### config.mk
export PLATFORM = sky130hd
export DESIGN_NAME = uart_lb_router
export DESIGN_NICKNAME = d
export VERILOG_FILES = /design/src/rtl/uart_lb_pkg.sv /design/src/rtl/uart_lb_ctl.sv /design/src/rtl/uart_lb_sync.sv /design/src/rtl/uart_lb_msr_map.sv /design/src/rtl/uart_lb_pin_drv.sv /design/src/rtl/uart_lb_router.sv
export SDC_FILE = /design/constraint.sdc
export NUM_CORES = 1
export LEC_CHECK = 0
export ABC_AREA = 1
export BUFFER_PORTS_ARGS = -buffer_cell sky130_fd_sc_hd__buf_4
export CAP_MARGIN = 10
export CORE_AREA = 2 2 39 41
export CTS_CLUSTER_SIZE = 8
export DETAILED_ROUTE_END_ITERATION = 7
export DIE_AREA = 0 0 41 43
export PLACE_DENSITY_LB_ADDON = 0.08
export SLEW_MARGIN = 20
export SYNTH_ARGS = -nofsm -noshare
export SYNTH_HDL_FRONTEND = slang
export SYNTH_SLANG_ARGS = --single-unit
### constraint.sdc
create_clock -name clk -period 1.1 [get_ports clk]
set_input_delay 0.22 -clock clk [delete_from_list [all_inputs] [get_ports clk]]
set_output_delay 0.22 -clock clk [all_outputs]
set_load 0.01 [all_outputs]
### src/rtl/uart_lb_pkg.sv
// Shared bit positions for the modem control and status vectors.
// Assumes the conventional 4-bit layouts stated in the brief.
package uart_lb_pkg;
    localparam int MODEM_W = 4;
    // Status vector positions
    localparam int S_CTS = 0;
    localparam int S_DSR = 1;
    localparam int S_RI  = 2;
    localparam int S_DCD = 3;
    // Control vector positions
    localparam int C_DTR  = 0;
    localparam int C_RTS  = 1;
    localparam int C_OUT1 = 2;
    localparam int C_OUT2 = 3;
    typedef logic [MODEM_W-1:0] modem_t;
endpackage

### src/rtl/uart_lb_ctl.sv
// Loopback enable storage: one bit reachable through two write aliases.
// Assumes both aliases may strobe in the same cycle; the extended alias wins.
module uart_lb_ctl (
    input  logic clk,
    input  logic rst_n,
    input  logic wr_std,
    input  logic wd_std,
    input  logic wr_ext,
    input  logic wd_ext,
    output logic lb_q
);
    // Update the shared bit from whichever alias writes, extended first.
    always_ff @(posedge clk) begin
        if (!rst_n)      lb_q <= 1'b0;
        else if (wr_ext) lb_q <= wd_ext;
        else if (wr_std) lb_q <= wd_std;
    end
endmodule

### src/rtl/uart_lb_sync.sv
// Multi-stage synchronizer for a vector of asynchronous inputs.
// Assumes each bit is independent (no multi-bit coherency required).
module uart_lb_sync #(
    parameter int W      = 4,
    parameter int STAGES = 2
) (
    input  logic         clk,
    input  logic         rst_n,
    input  logic [W-1:0] d,
    output logic [W-1:0] q
);
    logic [W-1:0] chain [STAGES];

    for (genvar s = 0; s < STAGES; s++) begin : g_stage
        // Shift the vector one stage along the chain.
        always_ff @(posedge clk) begin
            if (!rst_n)      chain[s] <= '0;
            else if (s == 0) chain[s] <= d;
            else             chain[s] <= chain[(s == 0) ? 0 : s-1];
        end
    end

    assign q = chain[STAGES-1];
endmodule

### src/rtl/uart_lb_msr_map.sv
// Selects the modem status seen by the core: synchronized pins, or the
// control bits folded back in standard or extended loopback style.
module uart_lb_msr_map
    import uart_lb_pkg::*;
(
    input  logic   lb_on,
    input  logic   ext_mode,
    input  modem_t mcr_ctl,
    input  modem_t pin_sync,
    output modem_t msr_out
);
    modem_t folded;

    // Build the looped-back status vector for the current mode.
    always_comb begin
        folded        = '0;
        folded[S_DSR] = mcr_ctl[C_DTR];
        folded[S_CTS] = mcr_ctl[C_RTS];
        if (ext_mode) begin
            folded[S_RI]  = mcr_ctl[C_DTR];
            folded[S_DCD] = mcr_ctl[C_RTS];
        end else begin
            folded[S_RI]  = mcr_ctl[C_OUT1];
            folded[S_DCD] = mcr_ctl[C_OUT2];
        end
    end

    assign msr_out = lb_on ? folded : pin_sync;
endmodule

### src/rtl/uart_lb_pin_drv.sv
// Registered transmit pin drivers with loopback forcing levels.
// Assumes UART idle is high and IR idle is low.
module uart_lb_pin_drv #(
    parameter logic UART_IDLE = 1'b1,
    parameter logic IR_IDLE   = 1'b0
) (
    input  logic clk,
    input  logic rst_n,
    input  logic lb_on,
    input  logic ir_ovr,
    input  logic tx_uart,
    input  logic tx_ir,
    output logic pin_uart,
    output logic pin_ir
);
    // Register the pins so mode changes cannot glitch them.
    always_ff @(posedge clk) begin
        if (!rst_n) begin
            pin_uart <= UART_IDLE;
            pin_ir   <= IR_IDLE;
        end else if (lb_on) begin
            pin_uart <= UART_IDLE;
            pin_ir   <= ir_ovr ? tx_ir : IR_IDLE;
        end else begin
            pin_uart <= tx_uart;
            pin_ir   <= tx_ir;
        end
    end
endmodule

### src/rtl/uart_lb_router.sv
// Top: routing layer between the serial core and its pins, with a
// self-test loopback mode. Assumes receive pins are synchronized inside
// the core; the modem status pins are synchronized here.
module uart_lb_router
    import uart_lb_pkg::*;
#(
    parameter int SYNC_STAGES = 2
) (
    input  logic               clk,
    input  logic               rst_n,
    input  logic               lb_wr_std,
    input  logic               lb_wd_std,
    input  logic               lb_wr_ext,
    input  logic               lb_wd_ext,
    input  logic               ext_mode,
    input  logic               ir_lb_ovr,
    input  logic [MODEM_W-1:0] mcr_ctl,
    input  logic               core_tx_uart,
    input  logic               core_tx_ir,
    input  logic               pin_rx_uart,
    input  logic               pin_rx_ir,
    input  logic [MODEM_W-1:0] pin_msr,
    output logic               pin_tx_uart,
    output logic               pin_tx_ir,
    output logic               core_rx_uart,
    output logic               core_rx_ir,
    output logic [MODEM_W-1:0] core_msr,
    output logic               lb_active
);
    logic   lb_q;
    modem_t msr_sync;

    uart_lb_ctl u_ctl (
        .clk(clk), .rst_n(rst_n),
        .wr_std(lb_wr_std), .wd_std(lb_wd_std),
        .wr_ext(lb_wr_ext), .wd_ext(lb_wd_ext),
        .lb_q(lb_q)
    );

    uart_lb_sync #(.W(MODEM_W), .STAGES(SYNC_STAGES)) u_sync (
        .clk(clk), .rst_n(rst_n), .d(pin_msr), .q(msr_sync)
    );

    uart_lb_msr_map u_map (
        .lb_on(lb_q), .ext_mode(ext_mode), .mcr_ctl(mcr_ctl),
        .pin_sync(msr_sync), .msr_out(core_msr)
    );

    uart_lb_pin_drv u_drv (
        .clk(clk), .rst_n(rst_n), .lb_on(lb_q), .ir_ovr(ir_lb_ovr),
        .tx_uart(core_tx_uart), .tx_ir(core_tx_ir),
        .pin_uart(pin_tx_uart), .pin_ir(pin_tx_ir)
    );

    // Receive path: loop the core's own transmit back, or take the pins.
    assign core_rx_uart = lb_q ? core_tx_uart : pin_rx_uart;
    assign core_rx_ir   = lb_q ? core_tx_ir   : pin_rx_ir;
    assign lb_active    = lb_q;
endmodule

======== Word level (Yosys, flattened, before mapping) ========
Memories as Yosys holds them, arrays and structs flattened.
Index checks and enable logic that the tools add are counted.
word-level totals
  flip-flop bits (word level) ............. 3
  memory bits (writable) .................. 8
  input port bits ......................... 20
  output and inout bits ................... 9
  logic and storage cells ................. 21
  memories ................................ 1
cells by class
  muxes and demuxes ....................... 12
  bitwise gates (word level) .............. 3
  reduce and logical (&&, ||, !) cells .... 2
memory list
  memory        depth  bits a word  rd ports  clocked after memory_dff  wr ports  line                text
  u_sync.chain  2      4            2         0                         2         uart_lb_sync.sv:12  logic [W-1:0] chain [STAGES];
operator list
  kind                number
  $mux W4             3
  $mux W1             8
  $mux W2             1
  $or A1 B1 Y1        2
  $reduce_bool A2 Y1  1
  $reduce_or A2 Y1    1
  $not A1 Y1          1

======== Depth between registers and ports, before layout ========
Gate-level depths: netlist of run 1.
  depth after elaboration ................. 2
  mapped depth ............................ 4
  depth with buffers taken out ............ 4

======== Cells and area by module ========
From an unflattened synthesis of run 1, not the netlist that was laid out.
second synthesis, totals
  cell total of the unflattened synthesis .. 68
  area, all modules ....................... 454.2 sq um
by module, submodules not included
  module           instances  cells each  area each (sq um)  seq. area each (sq um)
  uart_lb_sync     1          25          225.2              160.2
  uart_lb_msr_map  1          20          83.8               0.0
  uart_lb_pin_drv  1          7           67.6               40.0
  uart_lb_ctl      1          9           51.3               20.0
  uart_lb_router   1          7           26.3               0.0

======== Least setup slack after synthesis of run 1 ========
OpenSTA, ideal clock, no wires.
  path kind ............................... reg2out
  start ................................... reg u_ctl.lb_q
  end ..................................... out core_msr[0]
  data arrival time ....................... 0.784 ns
  required time ........................... 0.880 ns
  slack ................................... 0.096 ns
  cell stages (with the launch flop) ...... 4
  path buffers ............................ 1
  path through ............................ dfxtp_1 -> inv_2 -> buf_6 -> o21ai_2
between the ends
  cells in the longest elaborated chain, start to end .. 1
RTL lines
  what                      line                   text
  start: declaration        uart_lb_ctl.sv:10      output logic lb_q
  start signal: assignment  uart_lb_ctl.sv:15      else if (wr_ext) lb_q <= wd_ext;
  start signal: assignment  uart_lb_ctl.sv:16      else if (wr_std) lb_q <= wd_std;
  $mux W4                   uart_lb_msr_map.sv:28  assign msr_out = lb_on ? folded : pin_sync;
  end: declaration          uart_lb_router.sv:27   output logic [MODEM_W-1:0] core_msr,
No other way between the ends.

======== Worst setup path after layout of run 1 ========
  start ................................... reg u_ctl.lb_q
  end ..................................... out core_msr[1]
The elaborated chain is that of the path after synthesis.

==> flow_metrics.tcl, run 1 <==
set metrics [dict create \
    min_path_type "in -> reg" \
    area_growth_pct 66.5 \
    max_freq_mhz 840 \
    worstMarginPinSlew_ns 0.131 \
    crit_chain "inv_8 -> nand2_2 -> o21ai_2 -> buf_4" \
    numPortBuffers 28 \
    first_pass_iters 2 \
    final_nets 119 \
    hold_viol 0 \
    cts_buffers 3 \
    io_pins 29 \
    fin_tns_setup_ns -0.485 \
    core_area_um2 1380 \
    num_vias 463 \
    diodes 0 \
    wl_met2_um 483 \
    fp.dieH_um 43 \
    grt_first_pass_wirelength_um 1300 \
    synth_area_um2 452 \
    fillerInstances 143 \
    met1_length_um 358 \
    grt_max_degree 13 \
    routed_wirelength_um 937 \
    pwr-share-seq 0.493 \
    synth_nets 86 \
    track_usage 0.109 \
    grt.overflow.total 0 \
    clk_pin_slew_ns 0.06 \
    antenna_found_initial 0 \
    gp_congestion 0.577 \
    slowest_delay_ns 0.42 \
    clk_path_buf_depth 2 \
    maxSlewHeadroom 0.912 \
    finalCritPeriodShare 1.08 \
    grt_pass1_vias 362 \
    startpoint_type "flop" \
    clock_skew_ns 0.00308 \
    criticalPathCategory "reg -> out" \
    wl_per_cell_um 8.22 \
    swShare 0.237 \
    ys_ff_latch 11 \
    synthCells 66 \
    path_delay_family "flip-flops" \
    cp.arrival_ns 0.97 \
    fin_ws_ns -0.0904 \
    max-vdd-ir-drop_v 0.000661 \
    switchingPower_uw 208 \
    status "finished, violations left" \
    maxCapViolations 0 \
    cts_root_buf "clkbuf_4" \
    drt_iter0_markers 4 \
    via_per_inst 4.06 \
    synth_area_per_cell_um2 6.84 \
    internal_power_uw 670 \
    yosysSeqAreaShare 0.488 \
    final_cell_mix "26 x buf_4, 18 x nand2_1, 15 x inv_1" \
    dieArea_um2 1760 \
    rsz0062_at_grt "yes" \
    min_period_ns 1.19 \
    required_ns 0.88 \
    leakagePower_uw 0.000448 \
    p_comb_frac 0.221 \
    violations "setup timing" \
    power_density_nw_per_um2 1170 \
    crit_path_top_delay_cell "dfxtp_4" \
    start_util 0.326 \
    ant_nets 0 \
    wl_met3_um 85 \
    clkLatencyLatePin_ns 0.25 \
    critPathMaxFanout 6 \
    synth_warnings 0 \
    dp_hpwl_um 669 \
    h-tree-depth 1 \
    critPathBufInv 2 \
    layout_commonest_cell "buf_4" \
    drc_errors 0 \
    die_w_um 41 \
    tritoncts "done" \
    cts.sinks 11 \
    synth.distinct_cells 11 \
    slew_violations 0 \
    endpoint_kind "output port" \
    final_util 0.543 \
    rows 14 \
    drive_above_1_share 0.459 \
    p_clk_frac 0.286 \
    setup_viol 6 \
    top_layer_used "met4" \
]
-- through the flow --
stage | instances | setup WS (ns) | hold slack, ns | cell area (µm²) | total power [µW]
global placement | 108 | 0.108 | 0.392 | 666 | 605
CTS | 112 | -0.102 | 0.130 | 703 | 873
detailed placement | 108 | 0.0732 | 0.395 | 666 | 607
floorplan | 66 | 0.0955 | 0.318 | 452 | 513
finish | 114 | -0.0904 | 0.142 | 752 | 878
global route | 114 | -0.146 | 0.139 | 752 | 940
-- metal layers --
layer,GRT usage,up-vias
met3,0.0157,2
met1,0.122,187
met2,0.166,19
met4,0.100,0
li1,-,255
met5,0,-
-- worst reg2reg max path, stage by stage (launching register included) --
cell and delay (ns):
dfxtp_4 0.42, inv_6 0.06, buf_4 0.13, nor2_1 0.07, nor2_1 0.05, nor2_1 0.07
-- state kept, by name, indices dropped and copies added (netlist names) --
name            cells
u_drv.pin_ir        1
u_ctl.lb_q          1
u_sync.chain        8
u_drv.pin_uart      1
-- path summary, 6_finish.rpt --
check | start | to | slack, ns | depth (start not counted)
worst max-delay path | u_ctl.lb_q$_SDFFE_PN0P_ | core_msr[1] | -0.09 | 4
worst min-delay path | pin_msr[3] | u_sync.chain[0][3]$_SDFF_PN0_ | 0.14 | 3
worst max register to register | u_ctl.lb_q$_SDFFE_PN0P_ | u_ctl.lb_q$_SDFFE_PN0P_ | 0.23 | 5
worst min register to register | u_sync.chain[0][2]$_SDFF_PN0_ | u_sync.chain[1][2]$_SDFF_PN0_ | 0.41 | 2
-- area by class of cell --
type	count	area, µm²	area share
timing repair buffer	29	229	0.304
sequential	11	224	0.298
multi-input combinational	37	176	0.235
inverter	16	67.6	0.0899
clock buffer	4	26.3	0.0349
tap	16	20.0	0.0266
timing repair inverter	1	8.76	0.0116
-- repair_timing --
action / CTS / global route
hold buffers: 0 / 0
gates cloned: 0 / 1
setup buffers: 0 / 1
endpoints found under the hold margin: 0 / 0
pin swaps: 0 / 3
setup endpoints to repair: 6 / 6
resized for setup: 5 / 12
-- power by group through the flow --
stage | clock [µW] | sequential (µW) | combinational, µW
global placement | 0 | 436 | 169
CTS | 270 | 429 | 173
global route | 288 | 435 | 217
detailed placement | 0 | 436 | 171
finish | 251 | 433 | 194
floorplan | 0 | 438 | 74.6
-- Yosys cell counts --
master / n / area share
nor2_1: 5 / 0.042
inv_1: 15 / 0.12
buf_6: 1 / 0.025
o21ai_1: 1 / 0.011
nand3_1: 3 / 0.033
buf_2: 1 / 0.011
dfxtp_1: 11 / 0.49
o21ai_2: 2 / 0.039
o21ai_0: 1 / 0.011
nand2_1: 25 / 0.21
inv_2: 1 / 0.0083
-- cells by family after synthesis --
logic type      count (synthesis)  synth area share
compound gates                  4            0.0609
buf+inv                        18             0.169
flops                          11             0.488
simple gates                   33             0.283
No activity file was read; power rests on OpenSTA's default activity.
==> run 2: changes to the inputs <==
PLACE_DENSITY_LB_ADDON = 0.25   (was 0.08)
==> run 2 against run 1 <==
  * The flow still finishes with violations (setup timing)
  * Worst setup slack gained 0.0029 ns
  * Sequential share of layout area shrank 0.099 points
  * Non-clock buffer count grew 1
  * Maximum frequency rose by 0.24%
==> flow_metrics.tcl, run 2 (synthesis results as in run 1) <==
set metrics [dict create \
    status "finished, violations left" \
    violations "setup timing" \
    drc_errors 0 \
    ant_nets 0 \
    diodes 0 \
    first_pass_iters 3 \
    clkLatencyLatePin_ns 0.26 \
    post-place-ws_ns 0.0653 \
    drive_above_1_share 0.465 \
    rsz0062_at_grt "yes" \
    grt_pass1_vias 425 \
    crit_start "u_ctl.lb_q$_SDFFE_PN0P_" \
    die_w_um 41 \
    hold_ws_ns 0.135 \
    routed_wirelength_um 920 \
    max-vdd-ir-drop_v 0.000568 \
    min_period_ns 1.19 \
    clock_skew_ns 0.00293 \
    layout_commonest_cell "buf_4" \
    min_from "pin_msr[2]" \
    setup_viol 6 \
    tritoncts "done" \
    clk_path_buf_depth 2 \
    final_nets 120 \
    wl_per_cell_um 8.00 \
    cts_root_buf "clkbuf_4" \
    fin_ws_ns -0.0876 \
    via_per_inst 3.94 \
    dp.cells 108 \
    power_density_nw_per_um2 1180 \
    final_cell_mix "27 x buf_4, 18 x nand2_1, 15 x inv_1" \
    final_util 0.545 \
    cts_buffers 3 \
    gp_congestion 0.628 \
    rows 14 \
    core_area_um2 1380 \
    maxSlewHeadroom 0.910 \
    slew_violations 0 \
    max_freq_mhz 842 \
    criticalPathCategory "reg -> out" \
    antenna_found_initial 0 \
    fp.dieH_um 43 \
    h-tree-depth 1 \
    drt_iter0_markers 5 \
    min_path_type "in -> reg" \
    area_growth_pct 67.0 \
    grt_first_pass_wirelength_um 1510 \
    max_flop_register "u_sync.chain" \
    startpoint_type "flop" \
    num_vias 453 \
    track_usage 0.133 \
    grt.overflow.total 0 \
    dp_hpwl_um 682 \
    finalCritPeriodShare 1.08 \
    final_cells 115 \
    endpoint_kind "output port" \
    hold_viol 0 \
    io_pins 29 \
    required_ns 0.88 \
    maxCapViolations 0 \
    dieArea_um2 1760 \
    grt_max_degree 12 \
    cts.sinks 11 \
    largest_reg_flops 8 \
    start_util 0.326 \
    leakagePower_uw 0.000450 \
    numPortBuffers 28 \
    clk_pin_slew_ns 0.07 \
    worstMarginPinSlew_ns 0.134 \
    cp.arrival_ns 0.97 \
    ctsHoldBuffers 0 \
    critPathMaxFanout 6 \
    worstReg2RegStart "u_ctl.lb_q$_SDFFE_PN0P_" \
]
==> run 2: layer usage <==
layer,share of wire,vias up,routed length [µm],GRT usage
li1,-,253,-,-
met5,0,-,0,0
met1,0.40,179,366,0.118
met2,0.50,19,463,0.225
met4,0.011,0,10,0.120
met3,0.087,2,80,0.0314
==> run 2: worst max-delay path, cell delays in order (launching register included) <==
cell and delay [ns]:
dfxtp_4 0.41, inv_6 0.06, nand2_2 0.06, o21ai_2 0.04, buf_4 0.14
==> run 2: per-stage QoR <==
| step | TNS, ns | power (µW) | cell area (µm²) |
|---|---|---|---|
| after floorplan | 0 | 513 | 452 |
| after global placement | 0 | 604 | 666 |
| after detailed placement | 0 | 607 | 666 |
| after CTS | -0.539 | 905 | 751 |
| after global routing | -0.872 | 961 | 754 |
| final | -0.452 | 889 | 754 |
==> run 2: layout make-up <==
| class | instances | area, µm² |
|---|---|---|
| fillers | 145 | 629 |
| repair buffers | 30 | 236 |
| flip-flops and latches | 11 | 224 |
| multi-input cells | 37 | 176 |
| inverters | 16 | 65.1 |
| clock buffers | 4 | 26.3 |
| well taps | 16 | 20.0 |
| repair inverters | 1 | 6.26 |
==> run 2: timing repair <==
action / in CTS / in global routing
buffers inserted: 2 / 0
gates cloned: 1 / 0
gates resized for setup: 15 / 1
setup endpoints to repair: 6 / 6
pin swaps: 5 / 4
==> run 2: path summary, 6_finish.rpt <==
path              cells after the start                            end  slack [ns]
setup / recovery                      4                   core_rx_uart       -0.09
hold / removal                        3  u_sync.chain[0][2]$_SDFF_PN0_        0.13
setup reg to reg                      6        u_ctl.lb_q$_SDFFE_PN0P_        0.11
hold reg to reg                       2  u_sync.chain[1][2]$_SDFF_PN0_        0.41
==> run 2: where the power goes <==
| group | internal (µW) | switching, µW | total [µW] |
|---|---|---|---|
| logic | 114 | 82.6 | 196 |
| clock network | 140 | 122 | 262 |
| registers | 419 | 12.3 | 431 |
